--- src/rtl/vlsu_pkg.sv ---
package vlsu_pkg;

    localparam int WORD_W  = 32;
    localparam int BYTES_W = WORD_W / 8;
    localparam int ASID_W  = 10;

    typedef enum logic [1:0] {
        OP_LOAD    = 2'b00,
        OP_STORE   = 2'b01,
        OP_GATHER  = 2'b10,
        OP_SCATTER = 2'b11
    } vop_e;

    typedef enum logic [1:0] {
        SZ_BYTE  = 2'b00,
        SZ_WYDE  = 2'b01,
        SZ_TETRA = 2'b10,
        SZ_RSVD  = 2'b11
    } vsz_e;

    typedef enum logic [1:0] {
        ST_IDLE,
        ST_ISSUE,
        ST_WAIT,
        ST_DONE
    } vseq_e;

    typedef struct packed {
        logic [WORD_W-1:0]  data;
        logic [BYTES_W-1:0] be;
    } wr_beat_t;

    function automatic logic op_is_vec(vop_e op);
        return op[1];
    endfunction

    function automatic logic op_is_wr(vop_e op);
        return op[0];
    endfunction

endpackage

--- src/rtl/vlsu_lane_pick.sv ---
module vlsu_lane_pick #(
    parameter int LANES  = 8,
    parameter int LIDX_W = $clog2(LANES)
) (
    input  logic [LANES-1:0]  pend,
    output logic [LIDX_W-1:0] idx,
    output logic              any
);
    logic [LANES-1:0] first;

    for (genvar i = 0; i < LANES; i++) begin : g_first
        if (i == 0) begin : g_lo
            assign first[i] = pend[0];
        end else begin : g_hi
            assign first[i] = pend[i] & ~(|pend[i-1:0]);
        end
    end

    always_comb begin
        idx = '0;
        for (int i = 0; i < LANES; i++) begin
            if (first[i]) idx = idx | LIDX_W'(i);
        end
    end

    assign any = |pend;
endmodule

--- src/rtl/vlsu_load_fmt.sv ---
module vlsu_load_fmt
    import vlsu_pkg::*;
(
    input  logic [WORD_W-1:0] word,
    input  vsz_e              size,
    input  logic [1:0]        off,
    input  logic              sgn,
    output logic [WORD_W-1:0] val
);
    logic [7:0]  b_sel;
    logic [15:0] w_sel;

    always_comb begin
        b_sel = 8'(word >> (8 * off));
        w_sel = 16'(word >> (16 * off[1]));
        unique case (size)
            SZ_BYTE: val = {{(WORD_W-8){sgn & b_sel[7]}}, b_sel};
            SZ_WYDE: val = {{(WORD_W-16){sgn & w_sel[15]}}, w_sel};
            default: val = word;
        endcase
    end
endmodule

--- src/rtl/vlsu_store_fmt.sv ---
module vlsu_store_fmt
    import vlsu_pkg::*;
(
    input  logic [WORD_W-1:0] data,
    input  vsz_e              size,
    input  logic [1:0]        off,
    output wr_beat_t          beat
);
    always_comb begin
        unique case (size)
            SZ_BYTE: begin
                beat.data = {{(WORD_W-8){1'b0}}, data[7:0]} << (8 * off);
                beat.be   = BYTES_W'(4'b0001 << off);
            end
            SZ_WYDE: begin
                beat.data = {{(WORD_W-16){1'b0}}, data[15:0]} << (16 * off[1]);
                beat.be   = BYTES_W'(4'b0011 << (2 * off[1]));
            end
            default: begin
                beat.data = data;
                beat.be   = '1;
            end
        endcase
    end
endmodule

--- src/rtl/vlsu_lane_seq.sv ---
module vlsu_lane_seq
    import vlsu_pkg::*;
#(
    parameter int LANES   = 8,
    parameter int THREADS = 4,
    localparam int LIDX_W = (LANES > 1) ? $clog2(LANES) : 1,
    localparam int TID_W  = (THREADS > 1) ? $clog2(THREADS) : 1,
    localparam int VEC_W  = LANES * WORD_W
) (
    input  logic                       clk,
    input  logic                       rst,
    input  logic [THREADS*ASID_W-1:0]  asid_table,
    input  logic                       cmd_valid,
    output logic                       cmd_ready,
    input  logic [1:0]                 cmd_op,
    input  logic [1:0]                 cmd_size,
    input  logic                       cmd_signed,
    input  logic [TID_W-1:0]           cmd_thread,
    input  logic [LANES-1:0]           cmd_mask,
    input  logic [VEC_W-1:0]           cmd_addr,
    input  logic [VEC_W-1:0]           cmd_wdata,
    input  logic [VEC_W-1:0]           cmd_old,
    output logic                       mem_req_valid,
    input  logic                       mem_req_ready,
    output logic                       mem_req_we,
    output logic [WORD_W-1:0]          mem_req_addr,
    output logic [WORD_W-1:0]          mem_req_wdata,
    output logic [BYTES_W-1:0]         mem_req_be,
    output logic [ASID_W-1:0]          mem_req_asid,
    input  logic                       mem_rsp_valid,
    input  logic [WORD_W-1:0]          mem_rsp_data,
    output logic                       res_valid,
    output logic [VEC_W-1:0]           res_data,
    output logic [TID_W-1:0]           res_thread
);
    vseq_e               st_q;
    vop_e                op_q;
    vsz_e                size_q;
    logic                sgn_q;
    logic [TID_W-1:0]    tid_q;
    logic [ASID_W-1:0]   asid_q;
    logic [LANES-1:0]    pend_q;
    logic [VEC_W-1:0]    addr_q;
    logic [VEC_W-1:0]    wdat_q;
    logic [VEC_W-1:0]    res_q;

    logic [LIDX_W-1:0]   cur_lane;
    logic                pend_any;
    logic [LANES-1:0]    pend_next;
    logic [LANES-1:0]    start_pend;
    logic [WORD_W-1:0]   lane_addr;
    logic [WORD_W-1:0]   lane_wdat;
    logic [WORD_W-1:0]   ld_val;
    wr_beat_t            st_beat;
    vop_e                cmd_op_e;
    logic                accept;
    logic                req_fire;

    assign cmd_op_e = vop_e'(cmd_op);
    assign accept   = cmd_valid && cmd_ready;
    assign req_fire = mem_req_valid && mem_req_ready;

    vlsu_lane_pick #(.LANES(LANES), .LIDX_W(LIDX_W)) u_pick (
        .pend (pend_q),
        .idx  (cur_lane),
        .any  (pend_any)
    );

    assign lane_addr = addr_q[cur_lane*WORD_W +: WORD_W];
    assign lane_wdat = wdat_q[cur_lane*WORD_W +: WORD_W];

    vlsu_load_fmt u_ldf (
        .word (mem_rsp_data),
        .size (size_q),
        .off  (lane_addr[1:0]),
        .sgn  (sgn_q),
        .val  (ld_val)
    );

    vlsu_store_fmt u_stf (
        .data (lane_wdat),
        .size (size_q),
        .off  (lane_addr[1:0]),
        .beat (st_beat)
    );

    always_comb begin
        pend_next = pend_q;
        pend_next[cur_lane] = 1'b0;
        start_pend = op_is_vec(cmd_op_e) ? cmd_mask : LANES'(1);
    end

    always_ff @(posedge clk) begin
        if (rst) begin
            st_q   <= ST_IDLE;
            op_q   <= OP_LOAD;
            size_q <= SZ_TETRA;
            sgn_q  <= 1'b0;
            tid_q  <= '0;
            asid_q <= '0;
            pend_q <= '0;
            addr_q <= '0;
            wdat_q <= '0;
            res_q  <= '0;
        end else begin
            unique case (st_q)
                ST_IDLE: begin
                    if (accept) begin
                        op_q   <= cmd_op_e;
                        size_q <= vsz_e'(cmd_size);
                        sgn_q  <= cmd_signed;
                        tid_q  <= cmd_thread;
                        asid_q <= asid_table[cmd_thread*ASID_W +: ASID_W];
                        pend_q <= start_pend;
                        addr_q <= cmd_addr;
                        wdat_q <= cmd_wdata;
                        res_q  <= cmd_old;
                        st_q   <= (start_pend == '0) ? ST_DONE : ST_ISSUE;
                    end
                end
                ST_ISSUE: begin
                    if (mem_req_ready) st_q <= ST_WAIT;
                end
                ST_WAIT: begin
                    if (mem_rsp_valid) begin
                        if (!op_is_wr(op_q)) begin
                            res_q[cur_lane*WORD_W +: WORD_W] <=
                                op_is_vec(op_q) ? mem_rsp_data : ld_val;
                        end
                        pend_q <= pend_next;
                        st_q   <= (pend_next == '0) ? ST_DONE : ST_ISSUE;
                    end
                end
                default: st_q <= ST_IDLE;
            endcase
        end
    end

    assign cmd_ready     = (st_q == ST_IDLE);
    assign mem_req_valid = (st_q == ST_ISSUE) && pend_any;
    assign mem_req_we    = op_is_wr(op_q);
    assign mem_req_addr  = lane_addr;
    assign mem_req_wdata = op_is_vec(op_q) ? lane_wdat : st_beat.data;
    assign mem_req_be    = op_is_vec(op_q) ? '1 : st_beat.be;
    assign mem_req_asid  = asid_q;
    assign res_valid     = (st_q == ST_DONE);
    assign res_data      = res_q;
    assign res_thread    = tid_q;

    // Observation state for the properties below.
    logic              outst_q;
    logic              seen_q;
    logic [LIDX_W-1:0] last_q;
    logic [LANES-1:0]  mask_chk_q;
    logic              vec_chk_q;

    always_ff @(posedge clk) begin
        if (rst) begin
            outst_q    <= 1'b0;
            seen_q     <= 1'b0;
            last_q     <= '0;
            mask_chk_q <= '0;
            vec_chk_q  <= 1'b0;
        end else begin
            if (req_fire) outst_q <= 1'b1;
            else if (mem_rsp_valid) outst_q <= 1'b0;
            if (accept) begin
                seen_q     <= 1'b0;
                mask_chk_q <= cmd_mask;
                vec_chk_q  <= cmd_op[1];
            end else if (req_fire) begin
                seen_q <= 1'b1;
                last_q <= cur_lane;
            end
        end
    end

    assert_one_outstanding_R6: assert property (@(posedge clk) disable iff (rst)
        outst_q |-> !mem_req_valid);

    assert_ascending_lanes_R2: assert property (@(posedge clk) disable iff (rst)
        (mem_req_valid && vec_chk_q && seen_q) |-> (cur_lane > last_q));

    assert_masked_silent_R3: assert property (@(posedge clk) disable iff (rst)
        (mem_req_valid && vec_chk_q) |-> mask_chk_q[cur_lane]);

    assert_vector_tetra_R5: assert property (@(posedge clk) disable iff (rst)
        (mem_req_valid && vec_chk_q) |-> (mem_req_be == '1));

    assert_req_hold_R12: assert property (@(posedge clk) disable iff (rst)
        (mem_req_valid && !mem_req_ready) |=>
            (mem_req_valid && $stable(mem_req_addr) && $stable(mem_req_wdata)
             && $stable(mem_req_be)));

    assert_res_pulse_R11: assert property (@(posedge clk) disable iff (rst)
        res_valid |=> (!res_valid && cmd_ready));

    assert_empty_fast_R7: assert property (@(posedge clk) disable iff (rst)
        (accept && cmd_op[1] && (cmd_mask == '0)) |=> res_valid);

endmodule

--- config.mk ---
export PLATFORM = sky130hd
export DESIGN_NAME = vlsu_lane_seq
export DESIGN_NICKNAME = d
export VERILOG_FILES = /design/src/rtl/vlsu_pkg.sv /design/src/rtl/vlsu_lane_pick.sv /design/src/rtl/vlsu_load_fmt.sv /design/src/rtl/vlsu_store_fmt.sv /design/src/rtl/vlsu_lane_seq.sv
export SDC_FILE = /design/constraint.sdc
export NUM_CORES = 2
export LEC_CHECK = 0
export ABC_CLOCK_PERIOD_IN_PS = 4600
export BUFFER_PORTS_ARGS = -buffer_cell sky130_fd_sc_hd__buf_2
export CORE_AREA = 2 2 470 472
export CTS_BUF_LIST = sky130_fd_sc_hd__clkbuf_8 sky130_fd_sc_hd__clkbuf_16
export DETAILED_ROUTE_END_ITERATION = 6
export DIE_AREA = 0 0 472 474
export HOLD_SLACK_MARGIN = 0.12
export SLEW_MARGIN = 20
export SYNTH_ARGS = -nofsm -noshare
export SYNTH_HDL_FRONTEND = slang
export SYNTH_SLANG_ARGS = --single-unit
export TNS_END_PERCENT = 10
--- constraint.sdc ---
create_clock -name clk -period 4.6 [get_ports clk]
set_input_delay 0.46 -clock clk [delete_from_list [all_inputs] [get_ports clk]]
set_output_delay 0.46 -clock clk [all_outputs]
set_load 0.02 [all_outputs]
---- Yosys cells after proc, flatten, opt, wreduce, memory -nomap -nowiden ----
Cells that the tools add are included.
cells by class
  $lt $le $gt $ge ......................... 2
  eq/ne operators ......................... 8
  add/subtract/negate cells ............... 1
  reduce and logical (&&, ||, !) cells .... 19
  multipliers ............................. 1
  shifts and indexed selects .............. 11
  bitwise gates (word level) .............. 18
  mux-type cells .......................... 29
operators with widths
  operator                                                                    number
  256-bit two-way mux                                                         3
  256-bit case mux with 2 select lines                                        1
  256-bit by 9-bit indexed part select with 32-bit output                     2
  256-bit bitwise mux                                                         1
  32-bit by 34-bit variable shift with 256-bit output (first input constant)  1
  32-bit by 34-bit indexed part select with 256-bit output                    1
  36-bit case mux with 2 select lines                                         1
  32-bit two-way mux                                                          2
  32-bit case mux with 2 select lines                                         1
  40-bit by 7-bit indexed part select with 10-bit output                      1
  8-bit negator with 34-bit output                                            1
  16-bit by 5-bit left shift with 32-bit output                               1
  8-bit by 5-bit left shift with 32-bit output                                1
  32-bit by 5-bit right shift with 16-bit output                              1
  32-bit by 5-bit right shift with 8-bit output                               1
  8-bit two-way mux                                                           3
  8-bit logical NOT                                                           2
  8-bit case mux with 2 select lines                                          1
  2-bit two-way mux                                                           7
  3-bit two-way mux                                                           4
  1-bit AND                                                                   9
  8-bit AND                                                                   1
  8-bit NOT                                                                   1
  8-bit OR reduction                                                          1
  26 further kinds                                                            41
storage, ports and cells
  output and inout bits ................... 340
  register bits ........................... 795
  word-level logic and storage cells ...... 99

---- Logic depth before layout (Yosys ltp) ----
  depth after elaboration ................. 19
  mapped depth ............................ 15
  mapped depth without buffers ............ 12

---- Modules after synthesis ----
Synthesis repeated with hierarchy kept, for this count alone.
second synthesis, totals
  cells, all modules ...................... 4427
  area total of the unflattened synthesis .. 36188.5 µm²
by module, submodules not included
  module          cells each  instances  area an instance (µm²)
  vlsu_lane_seq   4238        1          34911.0
  vlsu_load_fmt   93          1          706.9
  vlsu_store_fmt  82          1          489.2
  vlsu_lane_pick  14          1          81.3

---- Worst setup path before layout ----
OpenSTA, ideal clock, no wires.
  path type ............................... register -> register
  start ................................... reg pend_q[0]
  end ..................................... reg res_q[199] (netlist: res_data[199])
  clock period less this slack ............ 3632 ps
  path slack .............................. 968 ps
  stages on the path, launching flop included .. 15
  arrival time ............................ 3483 ps
  buffers on the path ..................... 3
  library setup time ...................... 149 ps
  required time ........................... 4451 ps
  cell sequence ........................... dfxtp_1 -> nor4_2 -> and3_1 -> buf_2 -> nor2_1 -> ha_1 -> ha_1 -> nand2b_1 -> or3_1 -> o41a_1 -> or2_2 -> clkbuf_1 -> clkbuf_1 -> a32oi_1 -> o21ai_0
between the ends
  cells in the longest elaborated chain, start to end .. 19
  elaborated cells between the ends (all ways) .. 41
  classes of those cells .................. add/sub (1); shift (5); mux (13); bitwise (16); reduce/logical (6)
ends and longest elaborated chain
  element                                                                                                          RTL line                                    source
  from (decl)                                                                                                      vlsu_lane_seq.sv:42                         logic [LANES-1:0] pend_q;
  from (signal assigned)                                                                                           vlsu_lane_seq.sv:114                        pend_q <= start_pend;
  from (signal assigned)                                                                                           vlsu_lane_seq.sv:130                        pend_q <= pend_next;
  1-bit NOT or 2-bit OR reduction (tied branches)                                                                  vlsu_lane_pick.sv:15                        assign first[i] = pend[i] & ~(|pend[i-1:0]);
  1-bit AND or 1-bit NOT (tied branches)                                                                           vlsu_lane_pick.sv:15
  1-bit two-way mux or 1-bit AND (tied branches)                                                                   vlsu_lane_pick.sv:22, vlsu_lane_pick.sv:15
  2-bit two-way mux (2 in series)                                                                                  vlsu_lane_pick.sv:22                        if (first[i]) idx = idx | LIDX_W'(i);
  3-bit two-way mux (3 in series)                                                                                  vlsu_lane_pick.sv:22
  3-bit two-way mux (*)                                                                                            vlsu_lane_pick.sv:22
  256-bit by 9-bit indexed part select with 32-bit output                                                          vlsu_lane_seq.sv:69                         assign lane_addr = addr_q[cur_lane*WORD_W +: WORD_W];
  32-bit by 5-bit right shift with 8-bit output or 32-bit by 5-bit right shift with 16-bit output (tied branches)  vlsu_load_fmt.sv:14, vlsu_load_fmt.sv:15
  1-bit AND, on equally long branches                                                                              vlsu_load_fmt.sv:17, vlsu_load_fmt.sv:18
  32-bit case mux with 2 select lines                                                                              vlsu_load_fmt.sv:16                         unique case (size)
  32-bit two-way mux                                                                                               vlsu_lane_seq.sv:128                        op_is_vec(op_q) ? mem_rsp_data : ld_val;
  32-bit by 34-bit indexed part select with 256-bit output                                                         vlsu_lane_seq.sv:127                        res_q[cur_lane*WORD_W +: WORD_W] <=
  256-bit bitwise mux (*)                                                                                          vlsu_lane_seq.sv:127
  256-bit two-way mux (*)                                                                                          vlsu_lane_seq.sv:126                        if (!op_is_wr(op_q)) begin
  256-bit two-way mux (*)                                                                                          vlsu_lane_seq.sv:125                        if (mem_rsp_valid) begin
  256-bit case mux with 2 select lines (*)                                                                         vlsu_lane_seq.sv:106                        unique case (st_q)
  to (signal assigned)                                                                                             vlsu_lane_seq.sv:117                        res_q <= cmd_old;
  to (signal, indexed assignment)                                                                                  vlsu_lane_seq.sv:127
  to (decl)                                                                                                        vlsu_lane_seq.sv:45                         logic [VEC_W-1:0] res_q;
Every way passes the cells marked *; elsewhere a longest branch is shown, timed or not. The select of a mux whose other input is x is not followed.
A chain may end at the register's enable or synchronous reset.

---- Worst setup path in the final report ----
  start ................................... reg pend_q[0]
  end ..................................... out mem_req_wdata[23]
between the ends
  cells in the longest elaborated chain, start to end .. 13
  elaborated cells between the ends (all ways) .. 33
  classes of those cells .................. shift (4); mux (9); bitwise (14); reduce/logical (6)
ends and longest elaborated chain
  element                                                                                                        RTL line                                    source
  1-bit NOT or 2-bit OR reduction (tied branches)                                                                vlsu_lane_pick.sv:15
  1-bit AND or 1-bit NOT (tied branches)                                                                         vlsu_lane_pick.sv:15
  1-bit two-way mux or 1-bit AND (tied branches)                                                                 vlsu_lane_pick.sv:22, vlsu_lane_pick.sv:15
  2-bit two-way mux (2 in series)                                                                                vlsu_lane_pick.sv:22
  3-bit two-way mux (3 in series)                                                                                vlsu_lane_pick.sv:22
  3-bit two-way mux (*)                                                                                          vlsu_lane_pick.sv:22
  256-bit by 9-bit indexed part select with 32-bit output, on equally long branches                              vlsu_lane_seq.sv:70, vlsu_lane_seq.sv:69
  16-bit by 5-bit left shift with 32-bit output or 8-bit by 5-bit left shift with 32-bit output (tied branches)  vlsu_store_fmt.sv:16, vlsu_store_fmt.sv:12
  36-bit case mux with 2 select lines                                                                            vlsu_store_fmt.sv:10                        unique case (size)
  32-bit two-way mux (*)                                                                                         vlsu_lane_seq.sv:143                        assign mem_req_wdata = op_is_vec(op_q) ? lane_wdat : st_beat.data;
  to (decl)                                                                                                      vlsu_lane_seq.sv:27                         output logic [WORD_W-1:0] mem_req_wdata,
Every way passes the cells marked *; elsewhere a longest branch is shown, timed or not.

==> flow_metrics.env <==
export IMPL_yosysUniqueCellTypes=63
export IMPL_slew_headroom_pct=20.0
export IMPL_fin_area_um2=56200
export IMPL_hpwl_um=190000
export IMPL_arrival_ns=4.00
export IMPL_synthCells=4568
export IMPL_path_clk_slew_ns=0.06
export IMPL_rows=172
export IMPL_startpoint_type="register"
export IMPL_hold_path_depth=3
export IMPL_drive_gt1_share_pct=24.9
export IMPL_synth_edff_count=0
export IMPL_area_delta_synth_final_pct=59.4
export IMPL_synth_ff_type="dfxtp_1"
export IMPL_cts_max_level=3
export IMPL_drt_first_pass_iters=7
export IMPL_core_area_um2=219000
export IMPL_routed_wl_um=254000
export IMPL_skew_ns=0.0276
export IMPL_cts_sinks=795
export IMPL_antenna_found_initial=113
export IMPL_via_count=44400
export IMPL_grt_max_degree=183
export IMPL_synth_nets=5430
export IMPL_violations="design-rule violations"
export IMPL_worstPathRequired_ns=4.14
export IMPL_synth_top_area_share_pct=45.2
export IMPL_r2r_end="res_data[192]"
export IMPL_synth_area_per_cell_um2=7.72
export IMPL_reg2reg_depth=12
export IMPL_insertion_delay_ns=0.74
export IMPL_period_share_pct=97.0
export IMPL_worstSetupPathType="register to output pin"
export IMPL_setup_tns_ns=0
export IMPL_finalMaxSlewViolations=0
export IMPL_r2r_start="pend_q[2]"
export IMPL_ys_seq_elements=795
export IMPL_hp_class="input pin to register"
export IMPL_numCtsBuffers=97
export IMPL_p_leak_nw=23.2
export IMPL_ant_nets=0
export IMPL_grt_pass1_wl_um=341000
export IMPL_endpoint_kind="output pin"
export IMPL_syn_area_um2=35200
export IMPL_ff2ff_setup_slack_ns=0.20
export IMPL_root_buffer="clkbuf_16"
export IMPL_worstHoldStart="cmd_old[8]"
export IMPL_powerDensity_nw_per_um2=413
export IMPL_cp_max_fo=64
export IMPL_maxCapViolCount=0
export IMPL_start_util_pct=16.1
export IMPL_via_per_inst=4.73
export IMPL_drc=16
export IMPL_grt_pass1_vias=43100
export IMPL_fmax_mhz=224
export IMPL_cts_tree="yes"
export IMPL_finalHoldViolations=0
export IMPL_irDropWorstVdd_mv=0.273
export IMPL_post_route_min_period_ns=4.46
export IMPL_gp_congestion=0.949
export IMPL_ys_warn_count=0
export IMPL_hold_path_endpoint="res_data[8]"
export IMPL_grt_overflow_total=0
export IMPL_die_x_um=472
export IMPL_clockBufferDepth=3
export IMPL_fp_dieH_um=474
export IMPL_grt_total_usage_pct=21.6
export IMPL_synth_top_cell_by_area="dfxtp_1"
export IMPL_dieArea_um2=224000
export IMPL_grt_setup_unrepaired="false"
export IMPL_tightest_slew_ns=1.20
export IMPL_yosysSeqAreaShare_pct=45.2
export IMPL_synthArstFlopShare_pct=0
export IMPL_wl_per_cell_um=27.1
export IMPL_placed_cell_area_um2=44800
export IMPL_status="complete, but fails checks"
export IMPL_synthTopCellsByArea="dfxtp_1, nand2_1, a21oi_1"
export IMPL_setup_violations=0
export IMPL_nets=7222
export IMPL_io_pins=1200
export IMPL_numPortBuffers=1199
export IMPL_drt_initial_drc_count=4420
-- per-layer routing --
metal  wire (µm)  track usage, %  vias up  share of wire (%)
li1            -               -    19900                  -
met1       91000            23.3    21300                 36
met2      122000            36.7     2545                 48
met3       21700            5.68      642                8.5
met4       19800            15.3       18                7.8
met5         108               0        -              0.042
-- placed cells by master (no fill, tap or decap), types with 6 or more instances in the layout --
| master | Yosys | final |
|---|---|---|
| mux2i_1 | 81 | 79 |
| a221oi_1 | 27 | 26 |
| buf_2 | 29 | 1199 |
| nor2_1 | 184 | 177 |
| a22oi_1 | 67 | 67 |
| and3_1 | 21 | 18 |
| a31oi_1 | 15 | 14 |
| nor3_1 | 26 | 25 |
| nand4_1 | 9 | 9 |
| inv_1 | 24 | 46 |
| o22ai_1 | 38 | 36 |
| clkbuf_16 | 0 | 98 |
| a21oi_1 | 808 | 803 |
| nand2_1 | 1277 | 1276 |
| a222oi_1 | 107 | 107 |
| clkbuf_8 | 0 | 18 |
| dfxtp_1 | 795 | 793 |
| a21boi_0 | 13 | 13 |
| o21ai_0 | 81 | 81 |
| o21ai_1 | 19 | 15 |
| a211oi_1 | 232 | 230 |
| nand3_1 | 69 | 66 |
| and2_1 | 19 | 17 |
| dlygate4sd3_1 | 0 | 772 |
| o31ai_1 | 100 | 99 |
| mux4_2 | 10 | 10 |
| diode_2 | 0 | 76 |
| buf_12 | 0 | 20 |
| buf_4 | 10 | 141 |
| nand2b_1 | 6 | 6 |
| clkinv_2 | 0 | 11 |
| bufinv_16 | 0 | 11 |
| a41o_1 | 7 | 7 |
-- power by group --
part | switching [mW] | leakage [nW] | internal [mW] | total (mW)
Sequential | 0.502 | 6.53 | 7.65 | 8.16
Combinational | 4.55 | 14.9 | 2.24 | 6.79
Clock | 3.45 | 1.73 | 4.80 | 8.25
-- kinds of logic after synthesis --
family / after synthesis / share of synthesized area (%)
mux: 91 / 2.94
flops: 795 / 45.2
compound gates: 1565 / 27.9
simple gates: 1650 / 18.8
buf+inv: 465 / 5.16
fa+ha+maj: 2 / 0.0710
-- sequential cells by signal, summed over array words and instances (netlist names) --
register	cells
size_q	2
addr_q	256
pend_q	8
op_q	2
st_q	2
sgn_q	1
res_data	256
mem_req_asid	10
wdat_q	256
res_thread	2
-- synthesized netlist by cell type (13+ instances only) --
cell type and number:
nor3_1 26, a21oi_1 808, o21ai_1 19, and3_1 21
and2_1 19, o31ai_1 100, nand2_1 1277, inv_1 24
a31oi_1 15, a221oi_1 27, buf_1 21, o21ai_0 81
nor2_1 184, a22oi_1 67, a222oi_1 107, buf_2 29
a21boi_0 13, mux2i_1 81, nand3_1 69, dfxtp_1 795
a211oi_1 232, o22ai_1 38, clkbuf_1 381
-- how the worst max path moves through the flow --
stage | startpoint | end | slack (ns) | cells after the start
3_5_place_dp | pend_q[2] | res_data[192] | 0.22 | 11
3_3_place_gp | pend_q[4] | res_data[234] | 0.14 | 8
2_1_floorplan | pend_q[0] | res_data[199] | 0.97 | 14
6_report | pend_q[0] | mem_req_wdata[23] | 0.14 | 8
4_1_cts | pend_q[3] | mem_req_wdata[24] | 0.002 | 12
5_1_grt | pend_q[0] | mem_req_wdata[31] | 0.005 | 9
-- per-stage QoR --
| stage | util (%) | std cells | total power [mW] | hold slack (ns) | worst slack, ns |
|---|---|---|---|---|---|
| 6_report | 25.7 | 9384 | 23.2 | 0.188 | 0.138 |
| 5_1_grt | 25.7 | 9369 | 24.1 | 0.185 | 0.00537 |
| 4_1_cts | 25.6 | 9308 | 23.4 | 0.128 | 0.00159 |
| 3_5_place_dp | 20.5 | 8358 | 14.4 | 0.446 | 0.218 |
| 3_3_place_gp | 20.5 | 8355 | 14.4 | 0.442 | 0.137 |
| 2_1_floorplan | - | 4568 | 11.4 | 0.431 | 0.968 |
-- area by class of cell --
class	count	area, µm²
Clock inverter	60	676
Sequential cell	795	15900
Multi-Input combinational cell	3309	17800
Timing Repair Buffer	2133	15200
Tap cell	2871	3590
Clock buffer	116	2700
Fill cell	23500	162000
Antenna cell	76	190
Inverter	24	90.1
-- timing repair --
action,in CTS,in global routing
hold buffers,772,0
hold endpoints to repair,769,0
pin swaps,3,2
setup buffers,1,0
setup endpoints to repair,24,14
gates cloned,1,0
resized for setup,12,6
-- critical path, cell delays in order (launching register included) --
cell,delay [ns]
dfxtp_1,0.34
nor4_4,0.69
and2_4,0.28
buf_12,0.22
a22oi_1,0.14
and3_1,0.46
o21a_1,0.38
a31oi_1,0.17
buf_2,0.20
Note: power is estimated with default switching activity, not from simulation.
